`src/rtl/clkrp_pkg.sv`:
```
package clkrp_pkg;

    // Sequencer states
    typedef enum logic [2:0] {
        ST_IDLE,
        ST_BUS_UP,
        ST_SLOT_SRC,
        ST_SLOT_DIV,
        ST_FLIP,
        ST_BUS_DOWN,
        ST_DONE
    } clkrp_state_e;

    // Kind of register write requested from the merge logic
    typedef enum logic [2:0] {
        OP_NONE,
        OP_BUS,
        OP_SRC,
        OP_DIV,
        OP_FLIP
    } clkrp_op_e;

    // Select register: bit that picks the live slot, and base of the bus divider
    localparam int SEL_BIT = 0;
    localparam int BUS_LSB = 1;

    // Write targets
    localparam logic ADDR_CTRL = 1'b0;
    localparam logic ADDR_SEL  = 1'b1;

endpackage

```
`src/rtl/clkrp_seq.sv`:
```
module clkrp_seq
    import clkrp_pkg::*;
(
    input  logic      clk_i,
    input  logic      rst_ni,
    input  logic      start_i,
    input  logic      up_req_i,
    input  logic      down_req_i,
    output logic      load_o,
    output clkrp_op_e op_o,
    output logic      wr_valid_o,
    output logic      busy_o,
    output logic      done_o
);

    clkrp_state_e state_q, state_d;
    logic         up_q, down_q;

    // State register and latched bus-order decision
    always_ff @(posedge clk_i or negedge rst_ni) begin
        if (!rst_ni) begin
            state_q <= ST_IDLE;
            up_q    <= 1'b0;
            down_q  <= 1'b0;
        end else begin
            state_q <= state_d;
            if (load_o) begin
                up_q   <= up_req_i;
                down_q <= down_req_i;
            end
        end
    end

    // Next-state logic
    always_comb begin
        state_d = state_q;
        unique case (state_q)
            ST_IDLE: begin
                if (start_i) begin
                    state_d = up_req_i ? ST_BUS_UP : ST_SLOT_SRC;
                end
            end
            ST_BUS_UP:   state_d = ST_SLOT_SRC;
            ST_SLOT_SRC: state_d = ST_SLOT_DIV;
            ST_SLOT_DIV: state_d = ST_FLIP;
            ST_FLIP:     state_d = down_q ? ST_BUS_DOWN : ST_DONE;
            ST_BUS_DOWN: state_d = ST_DONE;
            ST_DONE:     state_d = ST_IDLE;
            default:     state_d = ST_IDLE;
        endcase
    end

    // Outputs decoded from the state
    always_comb begin
        load_o     = 1'b0;
        op_o       = OP_NONE;
        wr_valid_o = 1'b0;
        busy_o     = 1'b1;
        done_o     = 1'b0;
        unique case (state_q)
            ST_IDLE: begin
                busy_o = 1'b0;
                load_o = start_i;
            end
            ST_BUS_UP: begin
                op_o       = OP_BUS;
                wr_valid_o = 1'b1;
            end
            ST_SLOT_SRC: begin
                op_o       = OP_SRC;
                wr_valid_o = 1'b1;
            end
            ST_SLOT_DIV: begin
                op_o       = OP_DIV;
                wr_valid_o = 1'b1;
            end
            ST_FLIP: begin
                op_o       = OP_FLIP;
                wr_valid_o = 1'b1;
            end
            ST_BUS_DOWN: begin
                op_o       = OP_BUS;
                wr_valid_o = 1'b1;
            end
            ST_DONE: begin
                done_o = 1'b1;
            end
            default: begin
                busy_o = 1'b0;
            end
        endcase
    end

endmodule

```
`src/rtl/clkrp_image.sv`:
```
module clkrp_image #(
    parameter int              CTRL_W   = 16,
    parameter int              SEL_W    = 8,
    parameter int              SRC_W    = 3,
    parameter int              CDIV_W   = 4,
    parameter int              BDIV_W   = 2,
    parameter logic [CTRL_W-1:0] CTRL_RST = '0,
    parameter logic [SEL_W-1:0]  SEL_RST  = '0
) (
    input  logic              clk_i,
    input  logic              rst_ni,
    input  logic              load_i,
    input  logic [SRC_W-1:0]  src_sel_i,
    input  logic [CDIV_W-1:0] core_div_i,
    input  logic [BDIV_W-1:0] bus_div_i,
    input  logic              wr_valid_i,
    input  logic              wr_addr_i,
    input  logic [CTRL_W-1:0] wr_data_i,
    output logic [CTRL_W-1:0] ctrl_q_o,
    output logic [SEL_W-1:0]  sel_q_o,
    output logic [SRC_W-1:0]  tgt_src_o,
    output logic [CDIV_W-1:0] tgt_cdiv_o,
    output logic [BDIV_W-1:0] tgt_bdiv_o
);
    import clkrp_pkg::*;

    // Register images follow the writes that leave the block
    always_ff @(posedge clk_i or negedge rst_ni) begin
        if (!rst_ni) begin
            ctrl_q_o <= CTRL_RST;
            sel_q_o  <= SEL_RST;
        end else if (wr_valid_i) begin
            if (wr_addr_i == ADDR_CTRL) begin
                ctrl_q_o <= wr_data_i;
            end else begin
                sel_q_o <= wr_data_i[SEL_W-1:0];
            end
        end
    end

    // Targets captured when a change is accepted
    always_ff @(posedge clk_i or negedge rst_ni) begin
        if (!rst_ni) begin
            tgt_src_o  <= '0;
            tgt_cdiv_o <= '0;
            tgt_bdiv_o <= '0;
        end else if (load_i) begin
            tgt_src_o  <= src_sel_i;
            tgt_cdiv_o <= core_div_i;
            tgt_bdiv_o <= bus_div_i;
        end
    end

endmodule

```
`src/rtl/clkrp_merge.sv`:
```
module clkrp_merge
    import clkrp_pkg::*;
#(
    parameter int CTRL_W = 16,
    parameter int SEL_W  = 8,
    parameter int SRC_W  = 3,
    parameter int CDIV_W = 4,
    parameter int BDIV_W = 2
) (
    input  clkrp_op_e         op_i,
    input  logic [CTRL_W-1:0] ctrl_i,
    input  logic [SEL_W-1:0]  sel_i,
    input  logic [SRC_W-1:0]  tgt_src_i,
    input  logic [CDIV_W-1:0] tgt_cdiv_i,
    input  logic [BDIV_W-1:0] tgt_bdiv_i,
    output logic              addr_o,
    output logic [CTRL_W-1:0] data_o
);

    // Slot layout: divider at the slot base, source directly above it
    localparam int SLOT_SPAN = 2 * CDIV_W;
    localparam int LO_DIV    = 0;
    localparam int LO_SRC    = CDIV_W;
    localparam int HI_DIV    = SLOT_SPAN;
    localparam int HI_SRC    = SLOT_SPAN + CDIV_W;

    localparam logic [CTRL_W-1:0] SRC_ONES = CTRL_W'((1 << SRC_W) - 1);
    localparam logic [CTRL_W-1:0] DIV_ONES = CTRL_W'((1 << CDIV_W) - 1);
    localparam logic [SEL_W-1:0]  BUS_MASK = SEL_W'(((1 << BDIV_W) - 1) << BUS_LSB);
    localparam logic [SEL_W-1:0]  FLIP_BIT = SEL_W'(1 << SEL_BIT);

    logic              hi_live;
    logic [CTRL_W-1:0] src_ext, div_ext;
    logic [SEL_W-1:0]  sel_bus, sel_flip;

    assign hi_live  = (sel_i[SEL_BIT] == 1'b0);
    assign src_ext  = CTRL_W'(tgt_src_i);
    assign div_ext  = CTRL_W'(tgt_cdiv_i);
    assign sel_bus  = (sel_i & ~BUS_MASK) | (SEL_W'(tgt_bdiv_i) << BUS_LSB);
    assign sel_flip = sel_i ^ FLIP_BIT;

    always_comb begin
        addr_o = ADDR_CTRL;
        data_o = ctrl_i;
        unique case (op_i)
            OP_BUS: begin
                addr_o = ADDR_SEL;
                data_o = CTRL_W'(sel_bus);
            end
            OP_SRC: begin
                if (hi_live) begin
                    data_o = (ctrl_i & ~(SRC_ONES << LO_SRC)) | (src_ext << LO_SRC);
                end else begin
                    data_o = (ctrl_i & ~(SRC_ONES << HI_SRC)) | (src_ext << HI_SRC);
                end
            end
            OP_DIV: begin
                if (hi_live) begin
                    data_o = (ctrl_i & ~(DIV_ONES << LO_DIV)) | (div_ext << LO_DIV);
                end else begin
                    data_o = (ctrl_i & ~(DIV_ONES << HI_DIV)) | (div_ext << HI_DIV);
                end
            end
            OP_FLIP: begin
                addr_o = ADDR_SEL;
                data_o = CTRL_W'(sel_flip);
            end
            default: begin
                addr_o = ADDR_CTRL;
                data_o = ctrl_i;
            end
        endcase
    end

endmodule

```
`src/rtl/clkrp_top.sv`:
```
module clkrp_top #(
    parameter int              CTRL_W   = 16,
    parameter int              SEL_W    = 8,
    parameter int              SRC_W    = 3,
    parameter int              CDIV_W   = 4,
    parameter int              BDIV_W   = 2,
    parameter logic [CTRL_W-1:0] CTRL_RST = '0,
    parameter logic [SEL_W-1:0]  SEL_RST  = '0
) (
    input  logic              clk_i,
    input  logic              rst_ni,
    input  logic              start_i,
    input  logic [SRC_W-1:0]  src_sel_i,
    input  logic [CDIV_W-1:0] core_div_i,
    input  logic [BDIV_W-1:0] bus_div_i,
    output logic              busy_o,
    output logic              done_o,
    output logic              wr_valid_o,
    output logic              wr_addr_o,
    output logic [CTRL_W-1:0] wr_data_o
);
    import clkrp_pkg::*;

    clkrp_op_e         op;
    logic              load;
    logic              up_req, down_req;
    logic [CTRL_W-1:0] ctrl_q;
    logic [SEL_W-1:0]  sel_q;
    logic [SRC_W-1:0]  tgt_src;
    logic [CDIV_W-1:0] tgt_cdiv;
    logic [BDIV_W-1:0] tgt_bdiv;
    logic [BDIV_W-1:0] cur_bdiv;

    assign cur_bdiv = sel_q[BUS_LSB +: BDIV_W];
    assign up_req   = (bus_div_i > cur_bdiv);
    assign down_req = (bus_div_i < cur_bdiv);

    clkrp_seq u_seq (
        .clk_i      (clk_i),
        .rst_ni     (rst_ni),
        .start_i    (start_i),
        .up_req_i   (up_req),
        .down_req_i (down_req),
        .load_o     (load),
        .op_o       (op),
        .wr_valid_o (wr_valid_o),
        .busy_o     (busy_o),
        .done_o     (done_o)
    );

    clkrp_image #(
        .CTRL_W   (CTRL_W),
        .SEL_W    (SEL_W),
        .SRC_W    (SRC_W),
        .CDIV_W   (CDIV_W),
        .BDIV_W   (BDIV_W),
        .CTRL_RST (CTRL_RST),
        .SEL_RST  (SEL_RST)
    ) u_image (
        .clk_i      (clk_i),
        .rst_ni     (rst_ni),
        .load_i     (load),
        .src_sel_i  (src_sel_i),
        .core_div_i (core_div_i),
        .bus_div_i  (bus_div_i),
        .wr_valid_i (wr_valid_o),
        .wr_addr_i  (wr_addr_o),
        .wr_data_i  (wr_data_o),
        .ctrl_q_o   (ctrl_q),
        .sel_q_o    (sel_q),
        .tgt_src_o  (tgt_src),
        .tgt_cdiv_o (tgt_cdiv),
        .tgt_bdiv_o (tgt_bdiv)
    );

    clkrp_merge #(
        .CTRL_W (CTRL_W),
        .SEL_W  (SEL_W),
        .SRC_W  (SRC_W),
        .CDIV_W (CDIV_W),
        .BDIV_W (BDIV_W)
    ) u_merge (
        .op_i       (op),
        .ctrl_i     (ctrl_q),
        .sel_i      (sel_q),
        .tgt_src_i  (tgt_src),
        .tgt_cdiv_i (tgt_cdiv),
        .tgt_bdiv_i (tgt_bdiv),
        .addr_o     (wr_addr_o),
        .data_o     (wr_data_o)
    );

endmodule

```
`config.mk`:
```
export PLATFORM = sky130hd
export DESIGN_NAME = clkrp_top
export DESIGN_NICKNAME = d
export VERILOG_FILES = /design/src/rtl/clkrp_pkg.sv /design/src/rtl/clkrp_seq.sv /design/src/rtl/clkrp_image.sv /design/src/rtl/clkrp_merge.sv /design/src/rtl/clkrp_top.sv
export SDC_FILE = /design/constraint.sdc
export NUM_CORES = 1
export LEC_CHECK = 0
export ABC_AREA = 1
export BUFFER_PORTS_ARGS = -buffer_cell sky130_fd_sc_hd__buf_2
export CORE_MARGIN = 2
export CORE_UTILIZATION = 40
export DETAILED_ROUTE_END_ITERATION = 10
export GPL_ROUTABILITY_DRIVEN = 1
export GPL_TIMING_DRIVEN = 0
export MAX_ROUTING_LAYER = met4
export SYNTH_ARGS = -nofsm -noshare
export SYNTH_HDL_FRONTEND = slang
export SYNTH_SLANG_ARGS = --single-unit
```
`constraint.sdc`:
```
create_clock -name clk_i -period 2.5 [get_ports clk_i]
set_input_delay 0 -clock clk_i [delete_from_list [all_inputs] [get_ports clk_i]]
set_output_delay 0 -clock clk_i [all_outputs]
set_load 0.02 [all_outputs]
```
==> flow_metrics.env <==
export IMPL_hold_depth=3
export IMPL_first_pass_iters=4
export IMPL_dp_hpwl_microns=3330
export IMPL_fmax_mhz=545
export IMPL_drt_wl_total_microns=4700
export IMPL_crit_chain="buf_4 -> o21bai_4 -> buf_4 -> nand2_1 -> o21ai_0 -> buf_2"
export IMPL_power_w=0.00343
export IMPL_initialDrtViolationCount=100
export IMPL_syn_nets=280
export IMPL_path_common_cell="buf_4"
export IMPL_critical_path_max_stage_delay_ps=370
export IMPL_area_delta_synth_final_pct=23.5
export IMPL_root_buffer="clkbuf_8"
export IMPL_yosys_most_used_dff="dfrtp_1"
export IMPL_min_period_ps=1830
export IMPL_antenna_left=0
export IMPL_routed_via_density=4.68
export IMPL_fin_crit_sh_pct=73.4
export IMPL_clkLatencyLatePin_ps=300
export IMPL_skew_ps=8.39
export IMPL_worst_slack_ps=666
export IMPL_antenna_found_initial=0
export IMPL_min_from="start_i"
export IMPL_hold_viol=0
export IMPL_rsz0062_at_grt="no"
export IMPL_grt_ovfl_total=0
export IMPL_yosysMostFrequentCell="nand2_1"
export IMPL_layout_drive_gt1_share_pct=19.7
export IMPL_hp_class="input pin to register"
export IMPL_synthArstFlopShare_pct=100
export IMPL_critPathSlowestCell="dfrtp_1"
export IMPL_ioPinCount=32
export IMPL_start_util_pct=41.9
export IMPL_ir_drop_v=0.000475
export IMPL_leakage_nw=1.34
export IMPL_grt_pass1_wl_microns=7960
export IMPL_syn_area_sq_mm=0.00201
export IMPL_diodes=0
export IMPL_die_w_microns=74.8
export IMPL_r2r_end="u_image.ctrl_q_o[1]"
export IMPL_synth_common_cells="113 x nand2_1, 37 x dfrtp_1, 23 x nand3_1, 18 x inv_1, 16 x o21ai_0"
export IMPL_synth_edf_count=0
export IMPL_cts_resized=0
export IMPL_cap_viol_max_count=0
export IMPL_die_area_sq_mm=0.00560
export IMPL_setup_viol=0
export IMPL_clock_path_buffers=2
export IMPL_gp_congestion=0.796
export IMPL_critical_path_startpoint_type="register"
export IMPL_crit_fanout=10
export IMPL_worst_slew_pin_transition_ps=834
export IMPL_grt_pass1_vias=1664
export IMPL_post_place_ws_ps=1030
export IMPL_cts_sinks=37
export IMPL_wl_per_cell_microns=12.3
export IMPL_synthTopCellsByArea="dfrtp_1 46%, nand2_1 21%, nand3_1 5.7%, o21ai_0 4.0%, inv_1 3.4%"
export IMPL_rrSetupSlack_ps=1020
export IMPL_criticalPathCategory="register to output pin"
export IMPL_synth_warnings=0
export IMPL_clk_pin_slew_ps=80
export IMPL_cp_required_ps=2500
export IMPL_vias=1784
export IMPL_syn_inst=266
export IMPL_fp_row_count=25
export IMPL_drv_slew=0
export IMPL_synth_seq_cells=37
export IMPL_reg2reg_depth=7
export IMPL_fillers=472
export IMPL_seq_area_frac_synth_pct=46.2
export IMPL_yosysTopAreaCellShare_pct=46.2
export IMPL_grt_util_all_layers_pct=19.3
export IMPL_post_route_drc_count=0
export IMPL_synth_top_area_cell="dfrtp_1"
export IMPL_p_per_area_mw_per_mm2=1380
export IMPL_core_sq_mm=0.00479
export IMPL_grt_max_degree=38
export IMPL_h_tree_depth=2
export IMPL_ys_types=24
export IMPL_nNetsFinal=327
export IMPL_arrival_ps=1830
export IMPL_setup_tns_ps=0
export IMPL_r2r_start="u_seq.state_q[2]"
export IMPL_min_to="u_image.tgt_cdiv_o[0]"
export IMPL_timing_slew_headroom_pct=44.4
export IMPL_worstSetupEndpointType="output pin"
export IMPL_io_buffers=30
export IMPL_syn_avg_cell_area_sq_um=7.54
export IMPL_cts_tree="yes"
export IMPL_die_h_microns=74.8
export IMPL_cts_buffers_inserted=5
export IMPL_status="completed"
logic make-up after synthesis:
logic type	Yosys count	share of synthesized area, %
adder cells (fa/ha/maj)	2	1.25
flip-flops	37	46.2
AO/OA/AOI/OAI	32	9.79
buffers and inverters	40	9.11
AND/OR/NAND/NOR	155	33.7
stage by stage:
step / hold WS (ps) / area, sq um / utilization [%] / instances
global route: 187 / 2480 / 51.8 / 381
global placement: 152 / 2240 / 46.8 / 363
detailed placement: 155 / 2240 / 46.8 / 363
floorplan: -296 / 2010 / - / 266
finish: 127 / 2480 / 51.8 / 381
CTS: 121 / 2480 / 51.8 / 381
worst max-delay path by stage:
stage,slack (ps),end,start,cells past startpoint
floorplan,1070,wr_data_o[10],u_seq.state_q[2],5
global placement,1020,wr_data_o[9],u_seq.state_q[2],6
detailed placement,1030,wr_data_o[8],u_seq.state_q[2],6
CTS,690,wr_data_o[12],u_seq.state_q[2],6
global route,560,wr_data_o[12],u_seq.state_q[2],6
finish,670,wr_data_o[12],u_seq.state_q[2],6
flip-flops by register name, indices dropped and copies added, names as in the netlist:
signal	flops
u_image.tgt_cdiv_o	4
u_image.sel_q_o	8
u_image.tgt_bdiv_o	2
u_seq.down_q	1
u_image.ctrl_q_o	16
u_image.tgt_src_o	3
u_seq.state_q	3
cells in the final DEF, fill, tap and decap left out:
cell type and count:
nand2_1 113, dfrtp_1 37, buf_2 32, nand3_1 23, inv_1 18, o21ai_0 16, dlygate4sd3_1 10, clkbuf_1 9
o211ai_1 8, nand3_2 6, nor2_1 5, clkbuf_8 5, inv_2 4, buf_4 4, a21oi_1 4, buf_6 2
nor2_2 2, nor2_4 2, nor3_1 2, o21ai_1 2, ha_1 2, bufinv_16 2, nand4_1 1, clkinv_1 1
nand2_2 1, o21bai_4 1, o21bai_1 1, inv_6 1
cell type report:
class / instances / area (sq um) / share of cell area (%)
plain buffers: 17 / 96.3 / 3.89
multi-input cells: 189 / 897 / 36.2
well taps: 67 / 83.8 / 3.38
clock inverters: 3 / 68.8 / 2.78
inverters: 23 / 86.3 / 3.48
clock buffers: 5 / 68.8 / 2.78
flip-flops and latches: 37 / 926 / 37.4
repair buffers: 40 / 250 / 10.1
metal layers:
| metal | track usage (%) | up-vias | part of all wire [%] |
|---|---|---|---|
| met5 | - | - | 0 |
| met4 | 7.34 | 0 | 1.7 |
| met3 | 4.15 | 9 | 4.3 |
| met2 | 28.8 | 41 | 44 |
| met1 | 25.9 | 799 | 50 |
| li1 | - | 935 | - |
where the power goes:
| group | leakage (nW) | switching (W) | internal, W |
|---|---|---|---|
| clock | 0.0687 | 0.000240 | 0.000402 |
| combinational | 0.791 | 0.00120 | 0.000603 |
| sequential | 0.483 | 0.000179 | 0.000809 |
critical path, delay by kind of cell, from the launching register on:
kind | cells | cell delay, ps
compound gates | 2 | 440
buf+inv | 3 | 640
flops | 1 | 370
simple gates | 1 | 100
repair_timing:
action	in CTS	in global routing
hold buffers	10	0
buffers inserted	0	0
setup endpoints to repair	0	0
hold endpoints to repair	46	0
Note: power is estimated with default switching activity, not from simulation.
